File: config.mk
export PLATFORM = sky130hd
export DESIGN_NAME = eeprom_page_ctrl
export DESIGN_NICKNAME = d
export VERILOG_FILES = /design/src/rtl/eeprom_page_ctrl.sv
export SDC_FILE = /design/constraint.sdc
export NUM_CORES = 2
export LEC_CHECK = 0
export BUFFER_PORTS_ARGS = -buffer_cell sky130_fd_sc_hd__buf_4
export CORE_MARGIN = 2
export CORE_UTILIZATION = 58
export DETAILED_ROUTE_END_ITERATION = 16
export PLACE_DENSITY_LB_ADDON = 0.15
export REMOVE_ABC_BUFFERS = 1
export SLEW_MARGIN = 20
export SYNTH_ARGS = -nofsm -noshare
export SYNTH_HDL_FRONTEND = slang
export SYNTH_SLANG_ARGS = --single-unit
File: constraint.sdc
create_clock -name clk -period 2.7 [get_ports clk]
set_clock_uncertainty 0.05 [all_clocks]
set_input_delay 0.405 -clock clk [delete_from_list [all_inputs] [get_ports clk]]
set_output_delay 0.405 -clock clk [all_outputs]
set_load 0.01 [all_outputs]
File: src/rtl/eeprom_page_ctrl.sv
module eeprom_page_ctrl #(
  parameter int AW        = 8,
  parameter int DW        = 8,
  parameter int PW        = 4,
  parameter int WR_CYCLES = 24
) (
  input  logic          clk,
  input  logic          rst_n,
  input  logic          bus_start,
  input  logic          bus_stop,
  input  logic          stop_at_ack,
  input  logic          ev_addr_load,
  input  logic          ev_wr_byte,
  input  logic          ev_rd_byte,
  input  logic [DW-1:0] ev_byte,
  input  logic          wr_allow,
  output logic          wr_ack,
  output logic [DW-1:0] rd_data,
  output logic [AW-1:0] addr_out,
  output logic          busy
);
  localparam int DEPTH = 1 << AW;
  localparam int PSIZE = 1 << PW;
  localparam int TW    = $clog2(WR_CYCLES + 1);

  logic [DW-1:0]    mem   [DEPTH];
  logic [DW-1:0]    stage [PSIZE];
  logic [PSIZE-1:0] vmask;
  logic [AW-1:0]    addr;
  logic             busy_q;
  logic [TW-1:0]    tmr;

  wire idle     = !busy_q;
  wire done     = busy_q && (tmr == '0);
  wire take_wr  = idle && !bus_stop && !bus_start && !ev_addr_load && ev_wr_byte && wr_allow;
  wire take_rd  = idle && !bus_stop && !bus_start && !ev_addr_load && !ev_wr_byte && ev_rd_byte;
  wire commit   = idle && bus_stop && stop_at_ack && (|vmask);
  wire [PW-1:0] slot = addr[PW-1:0];

  assign wr_ack   = take_wr;
  assign rd_data  = mem[addr];
  assign addr_out = addr;
  assign busy     = busy_q;

  always_ff @(posedge clk or negedge rst_n) begin
    if (!rst_n) begin
      addr   <= '0;
      busy_q <= 1'b0;
      tmr    <= '0;
      vmask  <= '0;
    end else if (busy_q) begin
      tmr <= tmr - 1'b1;
      if (done) begin
        busy_q <= 1'b0;
        vmask  <= '0;
      end
    end else if (bus_stop) begin
      if (commit) begin
        busy_q <= 1'b1;
        tmr    <= TW'(WR_CYCLES - 1);
      end else begin
        vmask <= '0;
      end
    end else if (bus_start) begin
      vmask <= '0;
    end else if (ev_addr_load) begin
      addr  <= ev_byte[AW-1:0];
      vmask <= '0;
    end else if (take_wr) begin
      vmask[slot] <= 1'b1;
      addr        <= {addr[AW-1:PW], slot + 1'b1};
    end else if (take_rd) begin
      addr <= addr + 1'b1;
    end
  end

  always_ff @(posedge clk) begin
    if (take_wr) stage[slot] <= ev_byte;
  end

  always_ff @(posedge clk or negedge rst_n) begin
    if (!rst_n) begin
      for (int i = 0; i < DEPTH; i++) mem[i] <= '1;
    end else if (done) begin
      for (int j = 0; j < PSIZE; j++)
        if (vmask[j]) mem[{addr[AW-1:PW], PW'(j)}] <= stage[j];
    end
  end
endmodule

==> flow_summary.toml <==
[setup_path]
max_stage_delay_ns = 0.51
r2r_start = "tmr[0]"
cp_cell_sequence = "buf_12 -> buf_12 -> buf_12 -> buf_16 -> mux4_2 -> a22oi_2 -> buf_4 -> a21oi_1 -> o41ai_4 -> buf_4 -> nand4_1 -> buf_4 -> buf_6"
critPathLaunchType = "flip-flop"
reg2reg_slack_ns = -0.01
path_buf_inv = 8
path_delay_family = "buffers and inverters"
path_class = "reg -> out"
cp_slowest_cell = "dfrtp_4"
required_ns = 2.25
arrival_ns = 4.35
crit_path_end_kind = "output pin"
crit_fanout = 9
r2r-end = "mem[1840]"
r2r_cells = 9

[sta]
maxSlewHeadroom = 0.280
grt_setup_unrepaired = "true"
finalSetupTns_ns = -15.68
setup_ws_ns = -2.10
period_minus_slack_ns = 4.80
max_freq_mhz = 208
setup_viol = 10
slew_violations = 0
final_hold_viol_count = 0
final.period_utilization = 1.78
worst_pin_slew_ns = 1.08

[grt]
grt.total_usage = 0.413
antenna_found_initial = 53
grt.overflow.total = 0
grt_max_degree = 111
grt_pass1_wl_mm = 519
grt_pass1_vias = 65700

[finish]
drive_above_1_share = 0.887
syn2layout_area_growth_pct = 18.9
final_util = 0.693
most-common-layout-cells = "2048 x dfstp_2, 1288 x mux2_2, 680 x buf_4, 675 x mux2_4, 512 x mux4_2"
final_net_count = 6793
final_common_cell = "dfstp_2"

[logic_synthesis]
ys_ff_latch = 2206
yosys_warnings = 0
synthCells = 6017
synth_edf_count = 128
avgSynthCellArea_um2 = 17.3
synth_area_leaders = "dfstp_2 52%, mux2_2 14%, mux4_2 11%"
synth_top_area_cell = "dfstp_2"
synth_top_area_frac = 0.518
ys_seq_area_frac = 0.562
syn_area_um2 = 104000
synth_cell_type_count = 54
synth_flop_cell = "dfstp_2"
synthArstFlopShare = 0.942

[detailed_routing]
routed_wire_length_per_instance_um = 40.2
num_vias = 65000
drcViolationCount = 0
via_per_inst = 6.97
drtPass1Iterations = 7
wirelength_mm = 375
postRouteAntennaNets = 0
drt_iter0_drc = 8099

[floorplanning]
die_y_um = 427
die-area_um2 = 183000
core_region_area_um2 = 178000
die_x_um = 427
start_util = 0.583
io-pin-count = 35
rows = 155

[worst_hold_path]
hp-class = "in -> reg"
hold_start = "wr_allow"
hold_depth = 4
min_to = "addr_out[1]"

[clock_network]
clk_pin_slew_ns = 0.06
cts_tree = "done"
cts.sinks = 2206
clockRootBuffer = "clkbuf_16"
numCtsBuffers = 224
clk_latency_ns = 0.89
cts_max_path_buffers = 3
htreeDepth = 4

[run_status]
status = "finished with violations"
violations = "negative setup slack"

[pwr]
power_per_cell_area_nw_per_um2 = 691
vdd_drop_max_mv = 0.666
power_leakage_nw = 51.5
p_total_mw = 85.4

[flow_run]
drv_cap = 0

[placed_design]
port_buffers = 34
place_congestion = 0.975
dp_hpwl_mm = 237
-- metrics by stage --
stage	setup slack (ns)	std cells	hold WS, ns	instance area (µm²)
floorplan	-19.10	5633	0.0594	102000
global placement	-1.99	8767	0.449	113000
detailed placement	-1.61	8767	0.464	113000
CTS	-2.04	9233	0.0321	122000
global route	-2.03	9318	0.0660	124000
finish	-2.10	9337	0.0601	124000
-- registers in the layout, indices dropped and copies added, names as in the netlist --
| signal | cells |
|---|---|
| busy | 1 |
| stage | 128 |
| addr_out | 8 |
| mem | 2048 |
| vmask | 16 |
| tmr | 5 |
-- power breakdown --
part           internal (mW)  switching (mW)  leakage [nW]
clock network           19.2            13.7          3.86
registers               33.6           0.232          22.6
logic                   8.44            10.3          25.0
total                   61.2            24.2          51.5
-- synth_stat cells, types with 21 or more instances --
library cell / count
o41ai_1: 32
dfstp_2: 2048
a22oi_1: 258
edfxtp_1: 128
nand2_8: 90
dfrtp_1: 30
mux2_2: 1288
a21oi_1: 141
buf_2: 76
buf_4: 21
mux4_2: 512
mux2_4: 675
nand2_1: 148
clkbuf_1: 244
buf_1: 25
nor2_1: 47
mux2_1: 85
-- how the worst max path moves through the flow --
stage	startpoint	to	slack, ns	cells past startpoint
after floorplan	addr_out[0]	stage[6][0]	-19.10	4
after global placement	addr_out[0]	rd_data[3]	-1.99	11
after detailed placement	addr_out[0]	rd_data[1]	-1.61	9
after CTS	addr_out[0]	rd_data[1]	-2.04	12
after global routing	addr_out[0]	rd_data[1]	-2.03	13
final	addr_out[0]	rd_data[1]	-2.10	13
-- final cells by class --
class,instances,area (µm²)
flip-flops and latches,2206,58400
fillers,11500,54700
multi-input cells,3420,44900
repair buffers,912,9460
clock buffers,346,6870
well taps,2355,2950
clock inverters,72,926
diodes,19,47.5
inverters,7,26.3
-- cells by family (layout without fill, tap and decap cells) --
group	Yosys count	after routing	share of synthesized area
multiplexers	2564	2564	0.358
flip-flops	2206	2206	0.562
AO/OA/AOI/OAI	465	465	0.0303
buffers and inverters	391	1337	0.0178
AND/OR/NAND/NOR	384	384	0.0317
adder cells (fa/ha/maj)	5	5	0.000602
XOR/XNOR	2	2	0.000169
other	0	19	0
-- routing by layer --
layer / GRT usage / wire length, µm / part of all wire / up-vias
met4: 0.256 / 27600 / 0.074 / 8
li1: - / - / - / 24400
met5: 0.00873 / 261 / 0.00070 / -
met2: 0.563 / 158000 / 0.42 / 4405
met1: 0.579 / 144000 / 0.38 / 35200
met3: 0.121 / 45400 / 0.12 / 1043
-- tightest hold or removal path, delay by kind of cell --
family / cells / cell delay (ns)
AOI/OAI and AO/OA: 2 / 0.27
buffers and inverters: 1 / 0.11
and+or+nand+nor: 1 / 0.17
-- repair_timing --
item	4_1_cts	5_1_grt
cloned	3	7
hold buffers	14	0
endpoints found under the setup margin	1361	1460
pin swaps	23	49
buffers inserted	36	84
hold endpoints to repair	173	0
resized for setup	188	131
(Power assumes the default switching activity.)
